$ cat src/rtl/sns3w_pkg.sv
package sns3w_pkg;

    typedef enum logic [1:0] {
        OP_RD    = 2'd0,
        OP_WR    = 2'd1,
        OP_BURST = 2'd2,
        OP_SYNC  = 2'd3
    } sns_op_e;

    typedef enum logic [2:0] {
        S_IDLE,
        S_TXLO,
        S_TXHI,
        S_GAP,
        S_RXLO,
        S_RXHI,
        S_TAIL,
        S_PULSE
    } sns_state_e;

    // Number of bytes a burst really returns for a requested count
    function automatic int unsigned burst_len(input int unsigned req, input int unsigned maxb);
        if (req == 0)
            return 1;
        else if (req > maxb)
            return maxb;
        else
            return req;
    endfunction

endpackage

$ cat src/rtl/sns3w_timer.sv
module sns3w_timer #(
    parameter int unsigned TW = 4
) (
    input  logic          clk,
    input  logic          rst,
    input  logic          load,
    input  logic [TW-1:0] load_val,
    output logic          done
);
    logic [TW-1:0] cnt;

    always_ff @(posedge clk) begin
        if (rst)
            cnt <= '0;
        else if (load)
            cnt <= load_val;
        else if (cnt != '0)
            cnt <= cnt - TW'(1);
    end

    assign done = (cnt == '0);
endmodule

$ cat src/rtl/sns3w_shift.sv
module sns3w_shift (
    input  logic       clk,
    input  logic       rst,
    input  logic       load,
    input  logic [7:0] load_byte,
    input  logic       adv,
    input  logic       in_bit,
    output logic [7:0] q,
    output logic       last
);
    logic [2:0] bitc;

    always_ff @(posedge clk) begin
        if (rst) begin
            q    <= '0;
            bitc <= 3'd7;
        end else if (load) begin
            q    <= load_byte;
            bitc <= 3'd7;
        end else if (adv) begin
            q    <= {q[6:0], in_bit};
            bitc <= bitc - 3'd1;
        end
    end

    assign last = (bitc == 3'd0);
endmodule

$ cat src/rtl/sns3w_master.sv
module sns3w_master
    import sns3w_pkg::*;
#(
    parameter int unsigned CLKS_PER_US = 4,
    parameter int unsigned MAX_BURST   = 8,
    parameter int unsigned CW          = $clog2(MAX_BURST + 1)
) (
    input  logic          clk,
    input  logic          rst,
    input  logic          start_i,
    input  logic [1:0]    op_i,
    input  logic [6:0]    addr_i,
    input  logic [7:0]    wdata_i,
    input  logic [CW-1:0] count_i,
    output logic [7:0]    rdata_o,
    output logic          rvalid_o,
    output logic          busy_o,
    output logic          ncs_o,
    output logic          sclk_o,
    output logic          sdio_o,
    output logic          sdio_oe_o,
    input  logic          sdio_i
);
    localparam int unsigned TW = $clog2(4 * CLKS_PER_US + 1);
    localparam int unsigned NW = $clog2(MAX_BURST + 1);
    localparam logic [TW-1:0] T1 = TW'(CLKS_PER_US - 1);
    localparam logic [TW-1:0] T2 = TW'(2 * CLKS_PER_US - 1);
    localparam logic [TW-1:0] T4 = TW'(4 * CLKS_PER_US - 1);

    sns_state_e    state;
    sns_op_e       op_q;
    logic [7:0]    wdata_q;
    logic [NW-1:0] nleft;
    logic          wr_ph;

    logic          tload, tdone;
    logic [TW-1:0] tval;
    logic          sh_load, sh_adv, sh_in, sh_last;
    logic [7:0]    sh_byte, sh_q;

    sns3w_timer #(.TW(TW)) u_tmr (
        .clk(clk), .rst(rst), .load(tload), .load_val(tval), .done(tdone)
    );

    sns3w_shift u_sh (
        .clk(clk), .rst(rst), .load(sh_load), .load_byte(sh_byte),
        .adv(sh_adv), .in_bit(sh_in), .q(sh_q), .last(sh_last)
    );

    assign sdio_o = sh_q[7];
    assign busy_o = (state != S_IDLE);

    // Timer and shifter control
    always_comb begin
        tload   = 1'b0;
        tval    = '0;
        sh_load = 1'b0;
        sh_byte = '0;
        sh_adv  = 1'b0;
        sh_in   = 1'b0;
        case (state)
            S_IDLE: if (start_i) begin
                tload   = 1'b1;
                sh_load = 1'b1;
                case (sns_op_e'(op_i))
                    OP_SYNC: tval = T1;
                    OP_WR: begin
                        tval    = T2;
                        sh_byte = {1'b1, addr_i};
                    end
                    default: begin
                        tval    = T2;
                        sh_byte = {1'b0, addr_i};
                    end
                endcase
            end
            S_TXLO: if (tdone) begin
                tload = 1'b1;
                tval  = T1;
            end
            S_TXHI: if (tdone) begin
                tload = 1'b1;
                if (!sh_last) begin
                    sh_adv = 1'b1;
                    tval   = T2;
                end else begin
                    tval = T4;
                end
            end
            S_GAP: if (tdone && !(op_q == OP_WR && wr_ph)) begin
                tload   = 1'b1;
                sh_load = 1'b1;
                if (op_q == OP_WR) begin
                    sh_byte = wdata_q;
                    tval    = T2;
                end else begin
                    tval = T1;
                end
            end
            S_RXLO: if (tdone) begin
                tload  = 1'b1;
                tval   = T1;
                sh_adv = 1'b1;
                sh_in  = sdio_i;
            end
            S_RXHI: if (tdone) begin
                tload = 1'b1;
                tval  = T1;
            end
            default: ;
        endcase
    end

    // Sequencer and pin registers
    always_ff @(posedge clk) begin
        if (rst) begin
            state     <= S_IDLE;
            op_q      <= OP_RD;
            wdata_q   <= '0;
            nleft     <= '0;
            wr_ph     <= 1'b0;
            ncs_o     <= 1'b1;
            sclk_o    <= 1'b1;
            sdio_oe_o <= 1'b0;
            rdata_o   <= '0;
            rvalid_o  <= 1'b0;
        end else begin
            rvalid_o <= 1'b0;
            case (state)
                S_IDLE: if (start_i) begin
                    op_q    <= sns_op_e'(op_i);
                    wdata_q <= wdata_i;
                    wr_ph   <= 1'b0;
                    ncs_o   <= 1'b0;
                    nleft   <= (sns_op_e'(op_i) == OP_BURST)
                               ? NW'(burst_len(32'(count_i), MAX_BURST)) : NW'(1);
                    if (sns_op_e'(op_i) == OP_SYNC) begin
                        state <= S_PULSE;
                    end else begin
                        state     <= S_TXLO;
                        sclk_o    <= 1'b0;
                        sdio_oe_o <= 1'b1;
                    end
                end
                S_TXLO: if (tdone) begin
                    sclk_o <= 1'b1;
                    state  <= S_TXHI;
                end
                S_TXHI: if (tdone) begin
                    if (!sh_last) begin
                        sclk_o <= 1'b0;
                        state  <= S_TXLO;
                    end else begin
                        sdio_oe_o <= 1'b0;
                        state     <= S_GAP;
                    end
                end
                S_GAP: if (tdone) begin
                    if (op_q == OP_WR) begin
                        if (wr_ph) begin
                            ncs_o <= 1'b1;
                            state <= S_IDLE;
                        end else begin
                            wr_ph     <= 1'b1;
                            sclk_o    <= 1'b0;
                            sdio_oe_o <= 1'b1;
                            state     <= S_TXLO;
                        end
                    end else begin
                        sclk_o <= 1'b0;
                        state  <= S_RXLO;
                    end
                end
                S_RXLO: if (tdone) begin
                    sclk_o <= 1'b1;
                    state  <= S_RXHI;
                    if (sh_last) begin
                        rvalid_o <= 1'b1;
                        rdata_o  <= {sh_q[6:0], sdio_i};
                        nleft    <= nleft - NW'(1);
                    end
                end
                S_RXHI: if (tdone) begin
                    if (nleft == '0) begin
                        state <= S_TAIL;
                    end else begin
                        sclk_o <= 1'b0;
                        state  <= S_RXLO;
                    end
                end
                S_TAIL, S_PULSE: if (tdone) begin
                    ncs_o <= 1'b1;
                    state <= S_IDLE;
                end
                default: state <= S_IDLE;
            endcase
        end
    end
endmodule

$ cat config.mk
export PLATFORM = sky130hd
export DESIGN_NAME = sns3w_master
export DESIGN_NICKNAME = d
export VERILOG_FILES = /design/src/rtl/sns3w_pkg.sv /design/src/rtl/sns3w_timer.sv /design/src/rtl/sns3w_shift.sv /design/src/rtl/sns3w_master.sv
export SDC_FILE = /design/constraint.sdc
export NUM_CORES = 1
export LEC_CHECK = 0
export BUFFER_PORTS_ARGS = -buffer_cell sky130_fd_sc_hd__buf_2
export CELL_PAD_IN_SITES_DETAIL_PLACEMENT = 1
export CELL_PAD_IN_SITES_GLOBAL_PLACEMENT = 1
export CORE_MARGIN = 10
export CORE_UTILIZATION = 38
export CTS_CLUSTER_DIAMETER = 200
export CTS_CLUSTER_SIZE = 14
export DETAILED_ROUTE_END_ITERATION = 10
export MAX_ROUTING_LAYER = met4
export PLACE_DENSITY_LB_ADDON = 0.1
export SYNTH_ARGS = -nofsm -noshare
export SYNTH_HDL_FRONTEND = slang
export SYNTH_HIERARCHICAL = 1
export SYNTH_SLANG_ARGS = --single-unit
export TNS_END_PERCENT = 5
$ cat constraint.sdc
create_clock -name clk -period 2.5 [get_ports clk]
set_input_delay 0.25 -clock clk [delete_from_list [all_inputs] [get_ports clk]]
set_output_delay 0.25 -clock clk [all_outputs]
set_load 0.03 [all_outputs]
==> impl_metrics.csv <==
group,metric,value,unit
run_status,status,"complete, no violations",
clock_tree,numCtsBuffers,5,
finish,finalNetCount,362,
global_route,grt.met1_usage,19.1,%
placement,detailedPlace.worstSlack,344,ps
synth,yosysUniqueCellTypes,59,
synth,synth_edf_count,0,
finish,fin_util,44.1,%
global_route,first_pass_grt_wire_length,11500,um
synth,synth-seq-area-share,37.3,%
global_route,grt_antenna_before_repair,0,
clock_tree,setup_fix_buffers_added_after_clock_tree_synthesis,0,
timing,worst-slew-pin-transition,562,ps
timing,period_minus_ws_final,2250,ps
clock_tree,clkSinkCount,46,
synth,synthArstFlopShare,0,%
timing,report.final.hold_viol_count,0,
synth,yosysWarningCount,6,
power_and_ir_drop,leakagePower,1.13,nW
drt,detail_route.drc_violations,0,
finish,fillCellCount,789,
setup_path,wp_data_required,2700,ps
drt,wirelength,6660,um
run,maxCapViolCount,0,
global_route,use_met3,3.43,%
global_route,grt_util_all_layers,14.1,%
clock_tree,cts_tree,"built",
finish,antenna_cells_inserted,0,
finish,syn_to_layout_area_delta,13.5,%
drt,routed-via-count,2174,
placement,gp_congestion,0.795,
synth,synth-seq-cells,46,
floorplan,floorplan.die.width,101,um
global_route,top_usage_layer,"met2",
global_route,first_global_vias,2275,
placement,placedCellCount,402,
clock_tree,cts_hold_buffers,0,
power_and_ir_drop,total_power,3.00,mW
clock_tree,clk-insertion-delay-late,300,ps
timing,rsz0062_at_grt,"no",
finish,final_layout_size_suffix_gt1_share,20.1,%
worst_hold_path,holdCritPathClass,"in2reg",
placement,io_buffer_count,38,
setup_path,wp_data_arrival,2450,ps
drt,avgViaCountPerCell,5.30,
power_and_ir_drop,cellPowerDensity,1070,nW/um2
synth,post_synth_inst_count,296,
clock_tree,ctsHtreeMaxLevel,2,
timing,finalHoldWorstSlack,174,ps
setup_path,crit_path_start_kind,"flop",
global_route,final_global_route_overflow_total,0,
timing,total_negative_setup_slack,0,ps
synth,syn-num-nets,326,
floorplan,io_pins,39,
clock_tree,clock_path_buffers,2,
placement,dp_hpwl,4960,um
floorplan,die_h,101,um
power_and_ir_drop,vdd_drop_max,0.000441,V
timing,setup_ws,253,ps
floorplan,die_area,10100,um2
timing,timing.fmax,0.445,GHz
clock_tree,clock_tree.root_cell,"clkbuf_8",
floorplan,floorplan.initialDensity,38.9,%
floorplan,rows,29,
timing,fin_worst_skew,4.41,ps
setup_path,crit_path_end_kind,"flop",
finish,final_cell_count_without_fillers,410,
synth,synth_area,2470,um2
setup_path,worstSetupPathType,"reg2reg",
drt,first_pass_drt_iterations,4,
placement,post_dp_cell_area,2710,um2
timing,report.final.slew_viol_count,0,
drt,drt_iter0_drc,131,
finish,layout.cell_area.non_filler,2800,um2
global_route,use_met2,19.9,%
global_route,largest_net_degree_at_the_start_of_global_routing,22,
clock_tree,clk_pin_slew,90,ps
finish,final_cell_mix,"nand2_1, dfxtp_1, buf_2, a21oi_1",
clock_tree,cts-resized-gates,0,
floorplan,core_area,6350,um2
drt,routed_wire_length_per_instance,16.2,um
timing,number_of_setup_violations_in_the_final_report,0,
setup_path,worst-path-max-fanout,7,
drt,drtAntennaViolNets,0,
timing,slew_headroom,62.5,%
synth,most_frequently_used_flop_master_after_synthesis,"dfxtp_1",
timing,period_share,89.9,%
synth,synthesis.area_per_instance,8.34,um2
==> power breakdown <==
part / total, mW / internal [mW] / leakage, nW / switching, mW
clock: 0.467 / 0.197 / 0.0441 / 0.270
sequential: 1.09 / 0.914 / 0.376 / 0.174
combinational: 1.44 / 0.607 / 0.709 / 0.836
total: 3.00 / 1.72 / 1.13 / 1.28
==> synthesized netlist by cell type, types with 2 or more instances <==
master,instances,share of area (%)
a221o_1,3,1.2
or3_1,3,0.76
nand2_1,46,7.0
nor3b_1,3,0.91
a211oi_1,10,3.0
o21ai_1,2,0.41
mux2i_1,9,3.6
buf_6,2,0.91
nor2b_1,10,2.5
buf_4,2,0.61
o21ai_0,8,1.6
nand3b_1,2,0.61
nand3_1,3,0.61
inv_1,15,2.3
xnor2_1,3,1.1
and2_1,2,0.51
o21a_1,3,0.91
o211ai_1,3,0.91
a311oi_1,3,1.1
nor2_1,15,2.3
dfxtp_1,46,37
ha_1,5,2.5
a22o_1,7,2.5
a31o_2,2,0.71
nor3_1,8,1.6
clkbuf_1,7,1.1
a21oi_1,26,5.3
and3_1,3,0.76
buf_2,7,1.4
nand2b_1,9,2.3
==> final timing paths <==
path / cells after the start / endpoint / slack [ps] / start
max: 9 / u_tmr/cnt[1]$_SDFFE_PP0P_ / 250 / u_tmr/cnt[0]$_SDFFE_PP0P_
max reg2reg: 9 / u_tmr/cnt[1]$_SDFFE_PP0P_ / 250 / u_tmr/cnt[0]$_SDFFE_PP0P_
min reg2reg: 2 / rdata_o[5]$_SDFFE_PP0P_ / 460 / rdata_o[5]$_SDFFE_PP0P_
min: 3 / wdata_q[2]$_SDFFE_PP0P_ / 170 / wdata_i[2]
==> cell type report <==
type | count | area, um2 | area share (%)
clock buffer | 5 | 68.8 | 2.46
timing repair buffer | 48 | 265 | 9.46
inverter | 15 | 56.3 | 2.01
sequential | 46 | 921 | 32.9
multi-input combinational | 216 | 1370 | 49.0
tap | 77 | 96.3 | 3.44
clock inverter | 3 | 21.3 | 0.759
==> registers in the layout, indices dropped and copies added, names as in the netlist, 2 cells and up <==
register / count
state: 3
nleft: 4
wdata_q: 8
u_sh/q: 8
u_sh/bitc: 3
rdata_o: 8
op_q: 2
u_tmr/cnt: 5
==> worst max-delay path, stage by stage, from the launching register on <==
cell and delay, ps:
dfxtp_1 330, inv_1 70, ha_1 200, nor4b_4 270, nand3_1 150, o21ai_0 280, a31o_2 230, inv_1 130
and4_2 220, a311o_1 260
==> per-layer routing <==
layer / vias up / wire (um)
met5: - / 0
met4: 0 / 118
met3: 8 / 233
met2: 37 / 2910
met1: 1014 / 3400
li1: 1115 / -
==> kinds of logic after synthesis <==
family | share of synthesized area [%]
and+or+nand+nor | 25.6
xor gates and xnor gates | 1.06
other | 0.152
muxes | 3.65
adders and majority gates | 2.53
buffers and inverters | 7.09
DFF | 37.3
AOI/OAI and AO/OA | 22.6
Power figures use the tool's default switching activity.
